===== src/rtl/rcla_pkg.sv =====
package rcla_pkg;

  // number of copies of propagate bit i needed by a width-w look-ahead
  function automatic int p_uses(int w, int i);
    return (w - i) * (i + 1);
  endfunction

  function automatic int p_base(int w, int i);
    int acc;
    acc = 0;
    for (int m = 0; m < i; m++) acc += p_uses(w, m);
    return acc;
  endfunction

  // number of copies of generate bit k
  function automatic int g_uses(int w, int k);
    return w - k;
  endfunction

  function automatic int g_base(int w, int k);
    int acc;
    acc = 0;
    for (int m = 0; m < k; m++) acc += g_uses(w, m);
    return acc;
  endfunction

endpackage


===== src/rtl/rev_copy.sv =====
module rev_copy (
  input  logic src,
  input  logic anc,
  output logic thru,
  output logic dup
);
  always_comb begin
    thru = src;
    dup  = src ^ anc;
  end

  // copy mode: both outputs carry the same value
  always_comb begin
    if (anc == 1'b0) begin
      assert_copy_twin_R6: assert (dup == thru);
    end
  end
endmodule


===== src/rtl/rev_swap.sv =====
module rev_swap (
  input  logic ctl,
  input  logic x2,
  input  logic x3,
  output logic y1,
  output logic y2,
  output logic y3
);
  always_comb begin
    y1 = ctl;
    y2 = ctl ? x3 : x2;
    y3 = ctl ? x2 : x3;
  end

  always_comb begin
    assert_swap_weight_R5: assert ($countones({ctl, x2, x3}) == $countones({y1, y2, y3}));
  end
endmodule


===== src/rtl/rev_fa4.sv =====
module rev_fa4 (
  input  logic a,
  input  logic b,
  input  logic c,
  input  logic d,
  output logic p,
  output logic q,
  output logic r,
  output logic s
);
  always_comb begin
    p = a;
    q = (~a & ~c) ^ ~b;
    r = q ^ d;
    s = (q & d) ^ ((a & b) ^ c);
  end

  always_comb begin
    if (c == 1'b0) begin
      assert_fa_count_R9: assert ({s, r} == ({1'b0, a} + {1'b0, b} + {1'b0, d}));
    end
  end
endmodule


===== src/rtl/rev_fanout.sv =====
module rev_fanout #(
  parameter int COPIES = 2
) (
  input  logic              x,
  output logic [COPIES-1:0] y
);
  generate
    if (COPIES == 1) begin : g_single
      assign y[0] = x;
    end else begin : g_chain
      logic [COPIES-1:0] chain;
      assign chain[0] = x;
      for (genvar i = 0; i < COPIES - 1; i++) begin : g_cp
        rev_copy u_cp (
          .src (chain[i]),
          .anc (1'b0),
          .thru(chain[i+1]),
          .dup (y[i])
        );
      end
      assign y[COPIES-1] = chain[COPIES-1];
    end
  endgenerate
endmodule


===== src/rtl/rev_pgs_cell.sv =====
module rev_pgs_cell (
  input  logic a,
  input  logic b,
  input  logic cin,
  output logic p,
  output logic g,
  output logic s
);
  logic b0, b1;
  logic a_thru, fa_carry;
  logic sw_ctl, sw_off;

  rev_copy u_bcp (
    .src (b),
    .anc (1'b0),
    .thru(b0),
    .dup (b1)
  );

  rev_fa4 u_fa (
    .a(a),
    .b(b0),
    .c(1'b0),
    .d(cin),
    .p(a_thru),
    .q(p),
    .r(s),
    .s(fa_carry)
  );

  rev_swap u_gen (
    .ctl(a_thru),
    .x2 (b1),
    .x3 (1'b0),
    .y1 (sw_ctl),
    .y2 (sw_off),
    .y3 (g)
  );

  always_comb begin
    assert_cell_carry_R9: assert (fa_carry == (g | (p & cin)));
    assert_cell_route_R5: assert (((sw_off ^ g) == b1) && (sw_ctl == a));
  end
endmodule


===== src/rtl/rev_lookahead.sv =====
module rev_lookahead
  import rcla_pkg::*;
#(
  parameter int W = 4
) (
  input  logic [W-1:0] p,
  input  logic [W-1:0] g,
  input  logic         c0,
  output logic [W-1:0] cell_cin,
  output logic         cout
);
  localparam int PT = p_base(W, W);
  localparam int GT = g_base(W, W);

  logic [PT-1:0] pc;
  logic [GT-1:0] gc;
  logic [W:0]    c0c;
  logic [W:0]    carry;

  generate
    for (genvar i = 0; i < W; i++) begin : g_fan
      rev_fanout #(.COPIES(p_uses(W, i))) u_pfan (
        .x(p[i]),
        .y(pc[p_base(W, i) +: p_uses(W, i)])
      );
      rev_fanout #(.COPIES(g_uses(W, i))) u_gfan (
        .x(g[i]),
        .y(gc[g_base(W, i) +: g_uses(W, i)])
      );
    end
  endgenerate

  rev_fanout #(.COPIES(W + 1)) u_cfan (
    .x(c0),
    .y(c0c)
  );

  generate
    for (genvar j = 0; j < W; j++) begin : g_carry
      logic [j+1:0] term;
      logic [j+1:0] xacc;

      // term t: (t==0 ? c0 : g[t-1]) AND p[t] .. p[j]
      for (genvar t = 0; t <= j + 1; t++) begin : g_term
        localparam int LEN = j - t + 1;
        logic [LEN:0] acc;
        if (t == 0) begin : g_src_c
          assign acc[0] = c0c[j];
        end else begin : g_src_g
          assign acc[0] = gc[g_base(W, t - 1) + (j - (t - 1))];
        end
        for (genvar s = 0; s < LEN; s++) begin : g_and
          localparam int PI   = t + s;
          localparam int PIDX = p_base(W, PI) + (j - PI) * (PI + 1) + t;
          logic gb_ctl, gb_off;
          rev_swap u_and (
            .ctl(pc[PIDX]),
            .x2 (acc[s]),
            .x3 (1'b0),
            .y1 (gb_ctl),
            .y2 (gb_off),
            .y3 (acc[s+1])
          );
          always_comb begin
            assert_and_route_R5: assert (((gb_off ^ acc[s+1]) == acc[s]) && (gb_ctl == pc[PIDX]));
          end
        end
        assign term[t] = acc[LEN];
      end

      assign xacc[0] = term[0];
      for (genvar t = 1; t <= j + 1; t++) begin : g_xor
        logic gb_prev;
        rev_copy u_x (
          .src (xacc[t-1]),
          .anc (term[t]),
          .thru(gb_prev),
          .dup (xacc[t])
        );
        always_comb begin
          assert_terms_disjoint_R7: assert (!(gb_prev && term[t]));
        end
      end
      assign carry[j+1] = xacc[j+1];
    end
  endgenerate

  assign carry[0]  = c0c[W];
  assign cell_cin  = carry[W-1:0];
  assign cout      = carry[W];

  always_comb begin
    for (int j = 0; j < W; j++) begin
      assert_carry_recur_R8: assert (carry[j+1] == (g[j] ^ (p[j] & carry[j])));
    end
  end
endmodule


===== src/rtl/rcla_adder.sv =====
module rcla_adder #(
  parameter int W = 4
) (
  input  logic [W-1:0] op_a,
  input  logic [W-1:0] op_b,
  input  logic         carry_in,
  output logic [W-1:0] sum,
  output logic         carry_out
);
  logic [W-1:0] prop;
  logic [W-1:0] gen;
  logic [W-1:0] cin_v;

  generate
    for (genvar i = 0; i < W; i++) begin : g_bit
      rev_pgs_cell u_cell (
        .a  (op_a[i]),
        .b  (op_b[i]),
        .cin(cin_v[i]),
        .p  (prop[i]),
        .g  (gen[i]),
        .s  (sum[i])
      );
    end
  endgenerate

  rev_lookahead #(.W(W)) u_la (
    .p       (prop),
    .g       (gen),
    .c0      (carry_in),
    .cell_cin(cin_v),
    .cout    (carry_out)
  );
endmodule


===== config.mk =====
export PLATFORM = sky130hd
export DESIGN_NAME = rcla_adder
export DESIGN_NICKNAME = d
export VERILOG_FILES = /design/src/rtl/rcla_pkg.sv /design/src/rtl/rev_copy.sv /design/src/rtl/rev_swap.sv /design/src/rtl/rev_fa4.sv /design/src/rtl/rev_fanout.sv /design/src/rtl/rev_pgs_cell.sv /design/src/rtl/rev_lookahead.sv /design/src/rtl/rcla_adder.sv
export SDC_FILE = /design/constraint.sdc
export NUM_CORES = 1
export LEC_CHECK = 0
export ABC_AREA = 1
export BUFFER_PORTS_ARGS = -buffer_cell sky130_fd_sc_hd__buf_4
export CAP_MARGIN = 20
export CORE_AREA = 2 2 39 41
export DETAILED_ROUTE_END_ITERATION = 7
export DIE_AREA = 0 0 41 43
export RECOVER_POWER = 25
export SLEW_MARGIN = 5
export SYNTH_ARGS = -nofsm -noshare
export SYNTH_HDL_FRONTEND = slang
export SYNTH_SLANG_ARGS = --single-unit

===== constraint.sdc =====
create_clock -name vclk -period 2.58
set_input_delay 0.516 -clock vclk [all_inputs]
set_output_delay 0.516 -clock vclk [all_outputs]
set_load 0.02 [all_outputs]

==> metrics <==
status completed; worst-path maximum fanout 5; Placed Area ~450 um2; DR DRC count 0; Sw Share about 58%; I/O pin cnt 14; Worst EP arrival 1920 ps; Tot Pwr 108 uW; CTS resizes 0; DR iter-0 viols 1; worst min-delay path category input port to output port; Final Max Slew Viols 0; crit-path max cell delay 270 ps; Seq cells 0; clock buf count 0; DR pass1 iterations 2; routability cong. 0.690; period utilization 94.3%; critical path, cell by cell buf_4 > ha_1 > ha_2 > nand2_1 > inv_1 > nand4_1 > nand2_1 > nand2_2 > nand2_1 > nand2_1 > nand3_1 > nand2_1 > buf_4; Yosys top cell by area ha_1; Gate power share 100.0%; row cnt 14; Synth area leaders ha_1, nand2_1, nand3_2; most common cell after layout, fill and taps aside nand2_1; Core ar. 1380 um2; Syn Inst Count 60; post-DP HPWL ~570 um; syn nets 75; cell mode on critical path nand2_1; Nets 85; total die area between 1500 and 2000 um2; CTS Hold Buffers Added 0; P&R area growth vs syn 19.9%; MaxCap Viol Count 0; Via Count 364; Tmin final 2430 ps; final hold vios 0; setup_tns 0 ps; fmax 411 MHz; initial antenna violation count 0; crit path launch type input port; Initial Util 27.2%; wirelength, routed roughly 640 um; mean routed wirelength per cell 7.57 um; post-route cell area between 400 and 500 um2; Register Area 0 um2; global-route wire length before repair 1110 um; Mean Syn Cell Area 6.28 um2; antenna-violating nets left 0; n_diodes 0; Critical Path End Type output port; Slew @ Worst Pin 309 ps; largest net degree at the start of global routing 9; Worst Slack Setup Final 147 ps; Netlist Area Pre-Place 377 um2; Port Buffers 14; PwrDens 239 nW/um2; post-synth top area share between 10% and 20%; RSZ-0062 raised after global routing false; Slew headroom 79.4%; Cell Int Power 45.8 uW; Congestion Overflow GR 0; layout cell share with drive strength beyond 1 36.8%; Sequential Power Share 0%; final core utilization between 30 and 40%; Die X 41 um; die height between 40 and 50 um; final setup fails 0; sequential fraction of the synthesis area 0%; most frequent cells in the layout nand2_1, buf_4, inv_1, nand3_1; postcts setup bufs 0; yosys warns 0; sw power 62.0 uW; CP max-delay cell ha_1; Via density approximately 4.3; vias in the first global route 314; gr usage total under 10%; critical path class input port to output port; leakage 0.000253 uW; Clk pwr share 0%; Critical Path RT roughly 2100 ps; Distinct cells, synth 14; VDD IR max 0.0742 mV; Placement Setup Slack 102 ps; Layout fillers 153
-- critical path, delay by kind of cell --
| kind | cells | cell delay [ps] |
|---|---|---|
| fa+ha+maj | 2 | 480 |
| buf+inv | 3 | 320 |
| simple gates | 8 | 600 |
-- cells in the mapped netlist --
library cell / instances
inv_2: 2
nand3_2: 4
nand3_1: 6
inv_1: 9
nor2_1: 2
buf_4: 5
xor2_1: 2
nand4_1: 4
fa_1: 1
ha_1: 5
buf_6: 1
nor2_2: 2
nand2_1: 14
nand2_2: 3
-- cell type report --
type / count / area (um2) / area share (%)
Timing Repair Buffer: 14 / 101 / 22.4
Multi-Input combinational cell: 43 / 289 / 64.0
Tap cell: 16 / 20.0 / 4.43
Inverter: 11 / 41.3 / 9.14
-- logic make-up after synthesis --
logic type               Yosys count  share of synthesized area (%)
buffers and inverters             17                           23.9
adder cells (fa/ha/maj)            6                           21.9
XOR/XNOR                           2                           4.65
AND/OR/NAND/NOR                   35                           49.5
-- power by group through the flow --
stage	registers (uW)	logic, uW	clock network (uW)
5_1_grt	0	119	0
3_5_place_dp	0	111	0
4_1_cts	0	111	0
2_1_floorplan	0	91.1	0
6_report	0	108	0
3_3_place_gp	0	109	0
-- per-layer routing --
layer / part of all wire [%] / GRT usage, % / vias to the layer above
met1: 44 / 10.2 / 157
li1: - / - / 204
met5: 0 / 0 / -
met2: 54 / 15.6 / 3
met4: 0 / 0 / 0
met3: 1.6 / 0 / 0
-- stage by stage --
step,cells,hold slack (ps)
after detailed placement,84,1400
after global placement,84,1400
after global routing,84,1530
after CTS,84,1400
final,84,1490
after floorplan,60,1290
-- path summary, 6_finish.rpt --
path	cells past startpoint	slack [ps]	endpoint	start
min	3	1490	sum[0]	carry_in
max	13	150	carry_out	op_a[0]
(Power assumes the default switching activity.)
